File: config.mk
export PLATFORM = sky130hd
export DESIGN_NAME = flash_bank_front
export DESIGN_NICKNAME = d
export VERILOG_FILES = /design/src/rtl/fbf_pkg.sv /design/src/rtl/fbf_op_decode.sv /design/src/rtl/fbf_addr_form.sv /design/src/rtl/flash_bank_front.sv
export SDC_FILE = /design/constraint.sdc
export NUM_CORES = 1
export LEC_CHECK = 0
export ABC_AREA = 1
export BUFFER_PORTS_ARGS = -buffer_cell sky130_fd_sc_hd__buf_2
export CORE_ASPECT_RATIO = 0.7
export CORE_MARGIN = 3
export CORE_UTILIZATION = 53
export CTS_CLUSTER_DIAMETER = 80
export DETAILED_ROUTE_END_ITERATION = 16
export PLACE_DENSITY = 0.76
export SETUP_SLACK_MARGIN = 0.1
export SYNTH_ARGS = -nofsm -noshare
export SYNTH_HDL_FRONTEND = slang
export SYNTH_SLANG_ARGS = --single-unit
File: constraint.sdc
create_clock -name clk -period 1.95 [get_ports clk]
set_clock_uncertainty 0.1 [all_clocks]
set_input_delay 0.39 -clock clk [delete_from_list [all_inputs] [get_ports clk]]
set_output_delay 0.39 -clock clk [all_outputs]
set_load 0.02 [all_outputs]
File: src/rtl/fbf_pkg.sv
package fbf_pkg;

    typedef enum logic [1:0] {
        CLS_NONE  = 2'd0,
        CLS_READ  = 2'd1,
        CLS_PROG  = 2'd2,
        CLS_ERASE = 2'd3
    } cls_e;

    typedef enum logic [2:0] {
        ST_OPCODE,
        ST_ADDR,
        ST_STREAM,
        ST_BAR_RD,
        ST_BAR_WR,
        ST_ARM,
        ST_BANK_WR,
        ST_SINK
    } st_e;

    localparam logic [7:0] OP_BANK_RD   = 8'h16;
    localparam logic [7:0] OP_BANK_WR   = 8'h17;
    localparam logic [7:0] OP_UNLOCK    = 8'hB9;
    localparam logic [7:0] OP_REG_WRITE = 8'h01;

endpackage

File: src/rtl/fbf_op_decode.sv
module fbf_op_decode
    import fbf_pkg::*;
(
    input  logic [7:0] opcode,
    input  logic       ext_mode,
    output cls_e       cls,
    output logic       wide
);
    always_comb begin
        cls  = CLS_NONE;
        wide = 1'b0;
        case (opcode)
            8'h03, 8'h0B, 8'h3B, 8'h6B, 8'hBB, 8'hEB: begin cls = CLS_READ;  wide = ext_mode; end
            8'h02, 8'h32:                             begin cls = CLS_PROG;  wide = ext_mode; end
            8'hD8, 8'h20:                             begin cls = CLS_ERASE; wide = ext_mode; end
            8'h13, 8'h0C, 8'h3C, 8'h6C, 8'hBC, 8'hEC: begin cls = CLS_READ;  wide = 1'b1; end
            8'h12, 8'h34:                             begin cls = CLS_PROG;  wide = 1'b1; end
            8'hDC, 8'h21:                             begin cls = CLS_ERASE; wide = 1'b1; end
            default: begin cls = CLS_NONE; wide = 1'b0; end
        endcase
    end
endmodule

File: src/rtl/fbf_addr_form.sv
module fbf_addr_form #(
    parameter int ADDR_W = 26
) (
    input  logic [31:0] raw,
    input  logic        wide,
    input  logic [1:0]  bank,
    output logic [31:0] addr
);
    localparam logic [31:0] MASK = 32'hFFFF_FFFF >> (32 - ADDR_W);

    always_comb begin
        if (wide)
            addr = raw & MASK;
        else
            addr = {6'd0, bank, raw[23:0]} & MASK;
    end
endmodule

File: src/rtl/flash_bank_front.sv
module flash_bank_front
    import fbf_pkg::*;
#(
    parameter int ADDR_W = 26
) (
    input  logic        clk,
    input  logic        rst_n,
    input  logic        cs_n,
    input  logic        sck,
    input  logic        si,
    input  logic        idle_ok,
    output logic        so,
    output logic [31:0] arr_addr,
    output logic [1:0]  cmd_class,
    output logic        cmd_start,
    output logic [7:0]  bank_reg
);
    localparam logic [31:0] MASK = 32'hFFFF_FFFF >> (32 - ADDR_W);

    st_e         state, state_n;
    logic        sck_q, cs_q;
    logic        rise, fall, cs_end;
    logic [31:0] shreg;
    logic [5:0]  cnt;
    logic [7:0]  byte_in;
    logic [31:0] raw_in;
    cls_e        dec_cls, cls_q;
    logic        dec_wide, wide_q;
    logic        armed;
    logic [31:0] formed;
    logic        addr_last;

    assign rise      = ~cs_n & sck & ~sck_q;
    assign fall      = ~cs_n & ~sck & sck_q;
    assign cs_end    = cs_n & ~cs_q;
    assign byte_in   = {shreg[6:0], si};
    assign raw_in    = {shreg[30:0], si};
    assign addr_last = wide_q ? (cnt == 6'd31) : (cnt == 6'd23);

    fbf_op_decode u_dec (
        .opcode   (byte_in),
        .ext_mode (bank_reg[7]),
        .cls      (dec_cls),
        .wide     (dec_wide)
    );

    fbf_addr_form #(.ADDR_W(ADDR_W)) u_form (
        .raw  (raw_in),
        .wide (wide_q),
        .bank (bank_reg[1:0]),
        .addr (formed)
    );

    // next-state logic
    always_comb begin
        state_n = state;
        if (cs_n) begin
            state_n = ST_OPCODE;
        end else if (rise) begin
            unique case (state)
                ST_OPCODE: if (cnt[2:0] == 3'd7) begin
                    if (dec_cls != CLS_NONE)          state_n = ST_ADDR;
                    else if (byte_in == OP_BANK_RD)   state_n = ST_BAR_RD;
                    else if (byte_in == OP_BANK_WR)   state_n = ST_BAR_WR;
                    else if (byte_in == OP_UNLOCK)    state_n = idle_ok ? ST_ARM : ST_SINK;
                    else if (byte_in == OP_REG_WRITE) state_n = (armed && idle_ok) ? ST_BANK_WR : ST_SINK;
                    else                              state_n = ST_SINK;
                end
                ST_ADDR:    if (addr_last) state_n = (cls_q == CLS_READ) ? ST_STREAM : ST_SINK;
                ST_BAR_WR,
                ST_BANK_WR: if (cnt[2:0] == 3'd7) state_n = ST_SINK;
                ST_ARM:     state_n = ST_SINK;
                ST_STREAM,
                ST_BAR_RD,
                ST_SINK:    state_n = state;
                default:    state_n = ST_SINK;
            endcase
        end
    end

    // state register
    always_ff @(posedge clk or negedge rst_n) begin
        if (!rst_n) state <= ST_OPCODE;
        else        state <= state_n;
    end

    // datapath and outputs
    always_ff @(posedge clk or negedge rst_n) begin
        if (!rst_n) begin
            sck_q     <= 1'b0;
            cs_q      <= 1'b1;
            shreg     <= '0;
            cnt       <= '0;
            cls_q     <= CLS_NONE;
            wide_q    <= 1'b0;
            armed     <= 1'b0;
            bank_reg  <= 8'h00;
            arr_addr  <= '0;
            cmd_class <= 2'd0;
            cmd_start <= 1'b0;
            so        <= 1'b0;
        end else begin
            sck_q     <= sck;
            cs_q      <= cs_n;
            cmd_start <= 1'b0;
            if (cs_end)
                armed <= (state == ST_ARM);
            if (cs_n) begin
                cnt <= '0;
                so  <= 1'b0;
            end else if (rise) begin
                shreg <= raw_in;
                if (state == ST_BAR_RD)
                    cnt <= cnt;
                else if (state_n != state)
                    cnt <= '0;
                else
                    cnt <= cnt + 6'd1;
                unique case (state)
                    ST_OPCODE: if (cnt[2:0] == 3'd7) begin
                        cls_q  <= dec_cls;
                        wide_q <= dec_wide;
                        armed  <= 1'b0;
                    end
                    ST_ADDR: if (addr_last) begin
                        arr_addr  <= formed;
                        cmd_class <= cls_q;
                        cmd_start <= 1'b1;
                    end
                    ST_STREAM: if (cnt[2:0] == 3'd7)
                        arr_addr <= (arr_addr + 32'd1) & MASK;
                    ST_BAR_WR: if (cnt[2:0] == 3'd7)
                        bank_reg <= {byte_in[7], 5'd0, byte_in[1:0]};
                    ST_BANK_WR: if (cnt[2:0] == 3'd7)
                        bank_reg[1:0] <= byte_in[1:0];
                    ST_BAR_RD, ST_ARM, ST_SINK: ;
                    default: ;
                endcase
            end else if (fall && state == ST_BAR_RD) begin
                so  <= bank_reg[3'd7 - cnt[2:0]];
                cnt <= cnt + 6'd1;
            end
        end
    end

    AST_RSV_ZERO: assert property (@(posedge clk) disable iff (!rst_n)
        bank_reg[6:2] == 5'd0);
    AST_START_CLASS: assert property (@(posedge clk) disable iff (!rst_n)
        cmd_start |-> (cmd_class != 2'd0));
    AST_START_PULSE: assert property (@(posedge clk) disable iff (!rst_n)
        cmd_start |=> !cmd_start);
    AST_EXT_HOLD: assert property (@(posedge clk) disable iff (!rst_n)
        (state == ST_BANK_WR) |=> $stable(bank_reg[7]));
    AST_STREAM_BAR: assert property (@(posedge clk) disable iff (!rst_n)
        (state == ST_STREAM) |=> $stable(bank_reg));
    AST_ADDR_RANGE: assert property (@(posedge clk) disable iff (!rst_n)
        (arr_addr & ~MASK) == 32'd0);

endmodule

Yosys cells after proc, flatten, opt, wreduce, memory -nomap -nowiden
Index checks and enable logic that the tools add are counted.

Bits of input ports: 6. Logic and storage cells: 135. Bits in registers: 79. Output and inout port bits: 44.

Reduce and logical (&&, ||, !) cells: 23. $add $sub $neg: 3. Equal/unequal tests: 42. Bitwise operators: 9. $lt $le $gt $ge: 1. Muxes and demuxes: 43.

Operators by type and width (number): two-way mux 32 bit (2); one-hot mux 32 bit (2 select lines) (1); equality test 8 bit (second input constant) (7); equality test 8 x 6 -> 1 bit (second input constant) (6); equality test 8 x 5 -> 1 bit (second input constant) (4); two-way mux 6 bit (5); adder 26 x 1 -> 26 bit (second input constant) (1); two-way mux 26 bit (1); two-way mux 3 bit (8); OR reduction 10 bit (2); equality test 8 x 2 -> 1 bit (second input constant) (2); equality test 8 x 4 -> 1 bit (second input constant) (2); equality test 8 x 7 -> 1 bit (second input constant) (2); two-way mux 1 bit (16); equality test 3 bit (second input constant) (5); one-hot mux 3 bit (5 select lines) (1); equality test 6 x 5 -> 1 bit (second input constant) (2); AND reduction 4 bit (3); OR reduction 12 bit (1); two-way mux 2 bit (5); inequality test 2 bit (second input constant) (5); AND reduction 5 bit (2); equality test 8 x 1 -> 1 bit (second input constant) (1); nonzero test 2 bit (4); other kinds (21) (33).

Longest topological paths before layout
Gate-level depths: netlist of run 1.

Depth after elaboration: 16. Gate-level depth with buffers: 19. Depth with buffers taken out: 18.

Modules after synthesis
From an unflattened synthesis of run 1, not the netlist that was laid out.

Cell total of the unflattened synthesis: 716. Area, all modules: 5236.3 µm².

Modules (own cells, without submodules): flash_bank_front (times used 1, sequential area each 2128.3 µm², area an instance 4664.5 µm², cells an instance 607); fbf_op_decode (times used 1, sequential area each 0.0 µm², area an instance 316.6 µm², cells an instance 71); fbf_addr_form (times used 1, sequential area each 0.0 µm², area an instance 255.2 µm², cells an instance 38).

Worst setup path after synthesis of run 1
OpenSTA, ideal clock, no wires.

Path kind: reg-to-reg. Start: register arr_addr[0]. End: register arr_addr[24]. Buffers on the path: 0. Data required time: 1728 ps. Setup slack: -310 ps. Period minus slack after synthesis: 2260 ps. Cell stages (with the launch flop): 18. Data arrival time: 2039 ps. Setup time: 122 ps. Path through: dfrtp_1 -> ha_1 -> nand2_1 -> nor2_1 -> nand2_1 -> nor2_1 -> nand2_1 -> nor2_1 -> nand2_1 -> nor2_4 -> nand2_2 -> nor2_2 -> nand4_1 -> xor2_1 -> nand2_1 -> nand2_1 -> nand2_1 -> o21ai_1.

Longest elaborated chain between the ends: 3.

Ends and longest elaborated chain: start: declaration (line flash_bank_front.sv:13) `output logic [31:0] arr_addr,`; start signal: assignment (line flash_bank_front.sv:126) `arr_addr <= formed;`; start signal: assignment (line flash_bank_front.sv:131) `arr_addr <= (arr_addr + 32'd1) & MASK;`; adder 26 x 1 -> 26 bit (line flash_bank_front.sv:131); two-way mux 32 bit (line flash_bank_front.sv:130) `ST_STREAM: if (cnt[2:0] == 3'd7)`; one-hot mux 32 bit (2 select lines) (line flash_bank_front.sv:119) `unique case (state)`.

No other way between the ends. The select of a mux whose other input is x is not followed. A chain may end at the register's enable or synchronous reset.

Worst setup path in the final report of run 1
Start: register arr_addr[1]. End: register arr_addr[13].

The elaborated chain is that of the path after synthesis.

==> metrics.csv, run 1 <==
metric,value,unit
status,"complete, but fails checks",
violations,negative setup slack,
root_buffer,clkbuf_16,
pre_cts_ws,-270.6,ps
post-route-min-period,2376,ps
avgSynthCellArea,7.238,um^2
slew_violations,0,
synth_top_flop_cell,dfrtp_1,
io_pins,50,
mostFrequentLayoutCells,"nand2_1, buf_4, inv_1, dfrtp_1, o21ai_0",
rsz0062_at_grt,true,
p_leak,3.128,nW
finalHoldViolCount,0,
vdd_ir_drop_max,0.9470,mV
clkLatencyLatePin,330,ps
largest_reg_flops,26,
die_y,81.74,um
grt_max_degree,49,
std_cell_rows,26,
fin_nets,771,
cts.clk_slew.worst_paths,60,ps
dp.cells,795,
clk_path_buf_depth,2,
reg_top3,"arr_addr x26, shreg x25, cnt x6",
synthCells,600,
fmax,420.9,MHz
tightest_slew,583.5,ps
period_share,121.8,%
dpl-instance-area,5207,um^2
grt_pass1_wl,21.12,mm
path_cells,"buf_4, buf_4, nand4_1, nor2_2, nand3_1, inv_2, nand4_1, buf_4, buf_4, xor2_1, o21ai_1, o21ai_1",
crit_type,reg -> reg,
drive_gt1_share,41.33,%
crit_path_max_fanout,4,
viasPerCell,5.680,
wl,14.84,mm
fillers,402,
cts_tree,yes,
htreeDepth,3,
grt_pass1_vias,4320,
synth_edf_count,0,
multiInputGateArea,2560,um^2
syn_area,4343,um^2
end_kind,flop,
cts_buffers,9,
yosys.cell_types.count,40,
ant_nets,0,
drcViolationCount,0,
place_congestion,0.9896,
max_cap_viol_count,0,
final_cells,865,
num_vias,4913,
synth-warning-count,0,
setup_slack,-426.0,ps
seq_area,1843,um^2
drt_iter0_markers,525,
firstDrtPassIters,5,
syn_to_final_growth,49.21,%
crit_required,2060,ps
ys_async_sr_fraction,100.0,%
powerDensity,1026,nW/um^2
crit_slowest_cell,dfrtp_2,
cts_sinks,73,
postLayoutCellArea,6480,um^2
antenna_cells,0,
setup_viol,33,
holdCritPathClass,in -> reg,
dpl.hpwl,8.555,mm
cpMostUsedCell,buf_4,
top_register,arr_addr,
critPathLaunchType,flop,
wl_per_cell,17.15,um
yosysSeqAreaShare,42.09,%
core_area,7612,um^2
final_common_cell,nand2_1,
grt_overflow,0,
antenna_found_initial,0,
floorplan.initialDensity,57.05,%
holdWs,91.00,ps
crit_path_max_incr_delay,400,ps
tns,-7946,ps
relSlewSlack,61.10,%
ys_ff_latch,73,
portBuffers,38,
die_area,9334,um^2
arrival,2490,ps
die_w,114.2,um
grtUsageTotal,28.64,%
[worst paths after layout]
path | from | endpoint | slack, ps | cells after the start
max | arr_addr[1] | arr_addr[13] | -430 | 12
min | sck | sck_q | 90 | 1
min in group asynchronous | rst_n | bank_reg[1] | 510 | 2
max in group asynchronous | rst_n | cnt[2] | 650 | 3
min reg2reg | cmd_class[1] | cmd_class[1] | 380 | 2
max reg2reg | arr_addr[1] | arr_addr[13] | -430 | 12
[layout make-up]
class / instances / share of cell area, %
Clock buffer: 15 / 4.441
Clock inverter: 1 / 0.1159
Inverter: 74 / 4.595
Multi-Input combinational cell: 433 / 39.51
Sequential cell: 73 / 28.44
Tap cell: 98 / 1.892
Timing Repair Buffer: 169 / 20.70
Timing Repair inverter: 2 / 0.3089
[routing by layer]
metal	vias to the layer above	global-route usage [%]	wire, um
li1	2259	-	-
met1	2314	39.51	6050
met2	296	46.32	6996
met3	44	5.670	1407
met4	0	8.185	384
met5	-	0	0
[report_power, final]
part	leakage, nW	switching, mW	total (mW)	internal [mW]
Combinational	2.10	1.66	2.68	1.01
Clock	0.142	0.637	1.64	1.00
Sequential	0.888	0.425	2.33	1.91
Total	3.13	2.72	6.65	3.93
[cells by family (layout without fill, tap and decap cells)]
logic type	count (synthesis)	in the layout	synth area share (%)
adders and majority gates	3	3	0.8644
buffers and inverters	104	261	10.34
AOI/OAI and AO/OA	125	125	15.47
other	1	11	0.08635
xor gates and xnor gates	21	21	4.235
DFF	73	73	42.09
and+or+nand+nor	273	273	26.91
[metrics by stage]
stage               utilization (%)  total power, mW
floorplan                         -            3.613
global placement              68.41            4.397
detailed placement            68.41            4.462
CTS                           76.99            6.303
global route                  85.12            6.992
finish                        85.12            6.650
[cell usage after synthesis, types with 9 or more instances]
cell / count / area share [%]
clkbuf_1: 10 / 0.86
nor3_1: 12 / 1.4
xor2_1: 19 / 3.8
nand4_1: 9 / 1.3
dfrtp_1: 72 / 41
nor2_1: 59 / 5.1
a21oi_1: 24 / 2.8
buf_4: 12 / 2.1
inv_1: 65 / 5.6
o21ai_0: 76 / 8.8
nand2_1: 144 / 12
nand3_1: 27 / 3.1
[worst max-delay path: cells and delay by family (launching register included)]
kind,cells,cell delay (ps)
flops,1,400
buf+inv,5,700
xor+xnor,1,140
compound gates,2,220
simple gates,4,690
[timing repair]
| action | CTS | global route |
|---|---|---|
| setup endpoints to repair | 31 | 40 |
| pin swaps | 24 | 55 |
| cloned | 0 | 5 |
| endpoints found under the hold margin | 20 | 0 |
| resized for setup | 63 | 99 |
| buffers inserted | 24 | 30 |
| hold buffers | 1 | 0 |
Note: power is estimated with default switching activity, not from simulation.
==> run 2: changes to the inputs <==
- BUFFER_PORTS_ARGS: -buffer_cell sky130_fd_sc_hd__buf_2 -> not set
- CORE_MARGIN: 3 -> 2
- CORE_UTILIZATION: 53 -> 58
- DONT_BUFFER_PORTS: not set -> 1
==> run 2 against run 1 <==
  * The run ends with negative hold slack, negative setup slack left
  * First-iteration DRC count down 7.0%
  * Utilization down 1.7 points
  * Critical path depth up 6
  * Power down 6.2%
  * Via count up 1.9%
  * Critical path type unchanged
  * Largest cell class unchanged
  * Largest power group unchanged
==> metrics.csv, run 2 (synthesis results as in run 1) <==
metric,value,unit
setup_viol,29,
viasPerCell,6.074,
status,"complete, but fails checks",
clk_path_buf_depth,2,
end_kind,flop,
tightest_slew,507.6,ps
seq_area,1843,um^2
root_buffer,clkbuf_8,
arrival,2640,ps
clkLatencyLatePin,370,ps
met3_wirelength,1.682,mm
violations,"negative hold slack, negative setup slack",
firstDrtPassIters,8,
tns,-7993,ps
final_cells,824,
num_vias,5005,
reg_top3,"arr_addr x26, shreg x25, cnt x6",
holdWs,-397.9,ps
cts_tree,yes,
die_w,107.4,um
dp.cells,765,
wl_met1,5.775,mm
crit_start,arr_addr[1],
r2r_cells,18,
fin_nets,731,
syn_to_final_growth,39.96,%
crit_required,2100,ps
portBuffers,0,
critPathLaunchType,flop,
period_share,127.6,%
post-route-min-period,2488,ps
worstReg2RegEnd,arr_addr[24],
rsz0062_at_grt,true,
top_layer_used,met4,
drive_gt1_share,37.88,%
die_area,8207,um^2
die_y,76.40,um
mostFrequentLayoutCells,"nand2_1, buf_4, o21ai_0",
max_cap_viol_count,0,
crit_type,reg -> reg,
htreeDepth,3,
timing.rr.start,arr_addr[1],
drt_iter0_markers,488,
antenna_cells,0,
grt_overflow,0,
core_area,7287,um^2
ant_nets,0,
powerDensity,1026,nW/um^2
relSlewSlack,65.85,%
floorplan.initialDensity,59.60,%
grtUsageTotal,32.35,%
holdBufCountCts,2,
cts_buffers,9,
io_pins,50,
rrSetupSlack,-540,ps
wl_met2,7.049,mm
fmax,402.0,MHz
wl_per_cell,18.49,um
top_register,arr_addr,
std_cell_rows,26,
grt_max_degree,74,
finalHoldViolCount,73,
dpl.hpwl,8.367,mm
grt_pass1_vias,4340,
setup_slack,-537.8,ps
final_common_cell,nand2_1,
p_leak,2.906,nW
antenna_found_initial,0,
wl,15.23,mm
vdd_ir_drop_max,0.8993,mV
drcViolationCount,0,
holdCritPathClass,in -> async,
place_congestion,0.9896,
largest_reg_flops,26,
slew_violations,0,
cts.clk_slew.worst_paths,80,ps
cts_sinks,73,
fillers,427,
multiInputGateArea,2534,um^2
grt_pass1_wl,21.03,mm
crit_path_max_fanout,3,
run 2: changes by cell type in the layout (fill, tap and decap cells not counted), sizes merged:
cell,before,now
buf,166,125
bufinv,0,1
clkbuf,17,11
clkinv,2,5
clkinvlp,1,3
dlygate4sd3,1,2
inv,74,73
run 2: cell type report:
cell class                 instances  area share (%)
clock inverter                     5          0.9263
timing repair buffer             128           17.50
inverter                          74           4.858
timing repair inverter             3          0.4323
sequential                        73           30.32
clock buffer                      10           2.264
multi-input combinational        433           41.68
tap                               98           2.017
run 2: how the worst max path moves through the flow:
stage / to / slack, ps / depth (start not counted)
6_report: arr_addr[24] / -540 / 18
2_1_floorplan: arr_addr[24] / -220 / 17
3_5_place_dp: arr_addr[22] / -310 / 15
4_1_cts: arr_addr[22] / -300 / 15
5_1_grt: arr_addr[24] / -650 / 18
3_3_place_gp: arr_addr[22] / -150 / 15
run 2: per-stage QoR:
stage          util, %  setup WS (ps)  hold slack, ps  cell area, um^2  power, mW
5_1_grt          83.41         -653.5          -401.7             6078      6.526
3_5_place_dp     69.33         -306.4          -3.855             5052      4.459
6_report         83.41         -537.8          -397.9             6078      6.237
2_1_floorplan        -         -218.4          -5.591             4443      3.613
3_3_place_gp     69.33         -148.8          -3.927             5052      4.380
4_1_cts          76.56         -304.5          -399.5             5579      5.807
run 2: critical path, cell delays in order (launching register included):
cell and delay, ps:
dfrtp_2 400, ha_4 160, nand2_4 50, nor2_4 100, nand2_2 80, nor2_2 120
nand2_1 80, nor2_1 150, nand2_2 110, nor2_4 170, buf_6 120, nand2_4 50
nor2_4 120, nand4_1 100, xor2_1 180, nand2_1 80, nand2_1 60, nand2_1 70
o21ai_1 70
run 2: repair_timing:
| action | CTS | global route |
|---|---|---|
| resized for setup | 40 | 110 |
| endpoints found under the hold margin | 75 | 73 |
| endpoints found under the setup margin | 32 | 40 |
| pin swaps | 6 | 52 |
| setup buffers | 22 | 17 |
| cloned | 2 | 3 |
run 2: report_power, final:
part	switching [mW]	internal, mW	leakage, nW
logic	1.64	1.03	1.92
registers	0.431	1.90	0.888
clock network	0.620	0.617	0.0981
total	2.69	3.55	2.91
run 2: metal layers:
layer,global-route usage [%],vias up
li1,-,2167
met4,9.872,0
met5,0,-
met3,6.587,107
met1,44.15,2347
met2,52.09,384
==> run 3: changes to the inputs <==
- CTS_CLUSTER_DIAMETER: 80 -> 200
- GPL_TIMING_DRIVEN: not set -> 0
==> run 3 against run 2 <==
  * The flow still finishes with violations (negative hold slack, negative setup slack)
  * Die area stayed put
  * Critical path depth is 2 lower
  * Flip-flop and latch count stayed put
  * Register-to-register slack worse by 20 ps
  * Sequential power is 15% higher
  * Combinational power is 34% lower
  * Clock power is 9.7% higher
  * Largest cell class unchanged
  * Setup slack worse by 21 ps
  * First-iteration DRC count is 8.8% higher
  * Critical endpoint is now arr_addr[8]
  * Cell count is 4.7% lower
==> metrics.csv, run 3 (synthesis results as in run 1) <==
metric,value,unit
arrival,2660,ps
final_common_cell,nand2_1,
portBuffers,0,
relSlewSlack,65.90,%
final_cells,785,
holdWs,-389.9,ps
syn_to_final_growth,30.74,%
mostFrequentLayoutCells,"nand2_1, buf_4, inv_1",
crit_path_max_fanout,6,
firstDrtPassIters,5,
rrSetupSlack,-560,ps
max_cap_viol_count,0,
root_buffer,clkbuf_8,
cts_sinks,73,
grtUsageTotal,32.04,%
crit_end,arr_addr[8],
die_y,76.40,um
status,"complete, but fails checks",
largest_reg_flops,26,
ant_nets,0,
floorplan.initialDensity,59.60,%
die_area,8207,um^2
vdd_ir_drop_max,0.8697,mV
setup_viol,33,
holdBufCountCts,2,
drt_iter0_markers,531,
fin_nets,691,
place_congestion,1.009,
cts.clk_slew.worst_paths,80,ps
reg_top3,"arr_addr x26, shreg x25, cnt x6",
num_vias,4663,
utilization,77.92,%
clk_path_buf_depth,2,
cts_buffers,9,
total_power,5.796,mW
die_w,107.4,um
r2r_cells,16,
antenna_cells,0,
top_register,arr_addr,
period_share,128.7,%
core_area,7287,um^2
crit_required,2100,ps
dp.cells,708,
antenna_found_initial,0,
grt_max_degree,74,
tightest_slew,511.5,ps
cts_tree,yes,
grt_pass1_vias,4194,
critPathLaunchType,flop,
fmax,398.5,MHz
drcViolationCount,0,
p_leak,2.673,nW
finalHoldViolCount,73,
end_kind,flop,
crit_type,reg -> reg,
clkLatencyLatePin,370,ps
viasPerCell,5.940,
grt_overflow,0,
dpl.hpwl,7.976,mm
wl,13.71,mm
grt_pass1_wl,20.62,mm
pre_cts_ws,-478.6,ps
htreeDepth,3,
slew_violations,0,
std_cell_rows,26,
wl_per_cell,17.46,um
io_pins,50,
holdCritPathClass,in -> async,
setup_slack,-559.2,ps
crit_start,arr_addr[0],
violations,"negative hold slack, negative setup slack",
worstReg2RegEnd,arr_addr[8],
rsz0062_at_grt,true,
powerDensity,1021,nW/um^2
drive_gt1_share,33.04,%
post-route-min-period,2509,ps
timing.rr.start,arr_addr[0],
run 3: changes by cell type in the layout (fill, tap and decap cells not counted), sizes merged:
cell      change
bufinv        +1
clkbuf        +8
clkinv        -2
clkinvlp      -2
buf          -44
run 3: layout make-up:
| class | count | area, um^2 |
|---|---|---|
| Tap cell | 98 | 122.6 |
| Fill cell | 490 | 1609 |
| Clock inverter | 5 | 78.83 |
| Sequential cell | 73 | 1846 |
| Buffer | 30 | 240.2 |
| Multi-Input combinational cell | 433 | 2461 |
| Timing Repair Buffer | 61 | 496.7 |
| Inverter | 74 | 291.5 |
| Clock buffer | 11 | 141.4 |
run 3: routing by layer:
| metal | track usage [%] | share of wire, % |
|---|---|---|
| met2 | 47.59 | 45 |
| met4 | 8.718 | 3.8 |
| met1 | 45.92 | 42 |
| met5 | 0 | 0 |
| met3 | 9.239 | 9.5 |
run 3: critical path, stage by stage, from the launching register on:
cell	delay [ps]
dfrtp_2	490
ha_4	190
nand2_4	60
nor2_4	120
nand2_2	100
nor2_2	150
nand2_2	80
nor2_2	150
nand2_2	100
buf_4	160
buf_6	100
buf_4	120
buf_4	120
buf_4	120
buf_4	120
nand2_2	60
a21oi_2	60
run 3: worst min path at each step:
stage,endpoint,slack [ps],from
floorplan,armed,-6,rst_n
global placement,arr_addr[18],-4,rst_n
detailed placement,arr_addr[20],-4,rst_n
CTS,shreg[21],-400,rst_n
global route,cnt[0],-410,rst_n
finish,arr_addr[17],-390,rst_n
run 3: where the power goes:
group | internal [mW] | total (mW) | switching [mW]
clock network | 0.754 | 1.36 | 0.602
logic | 0.673 | 1.77 | 1.10
registers | 1.90 | 2.67 | 0.764
total | 3.33 | 5.80 | 2.47
run 3: stage by stage:
stage / cell area, um^2 / TNS (ps)
after floorplan: 4443 / -489.0
after global placement: 4566 / -7558
after detailed placement: 4566 / -8155
after CTS: 5331 / -4155
after global routing: 5678 / -13170
final: 5678 / -9158
run 3: what timing repair did:
action / CTS / global route
pin swaps: 17 / 29
endpoints found under the hold margin: 75 / 73
gates resized for setup: 90 / 74
cloned: 1 / 0
buffers inserted: 39 / 22
endpoints found under the setup margin: 35 / 60
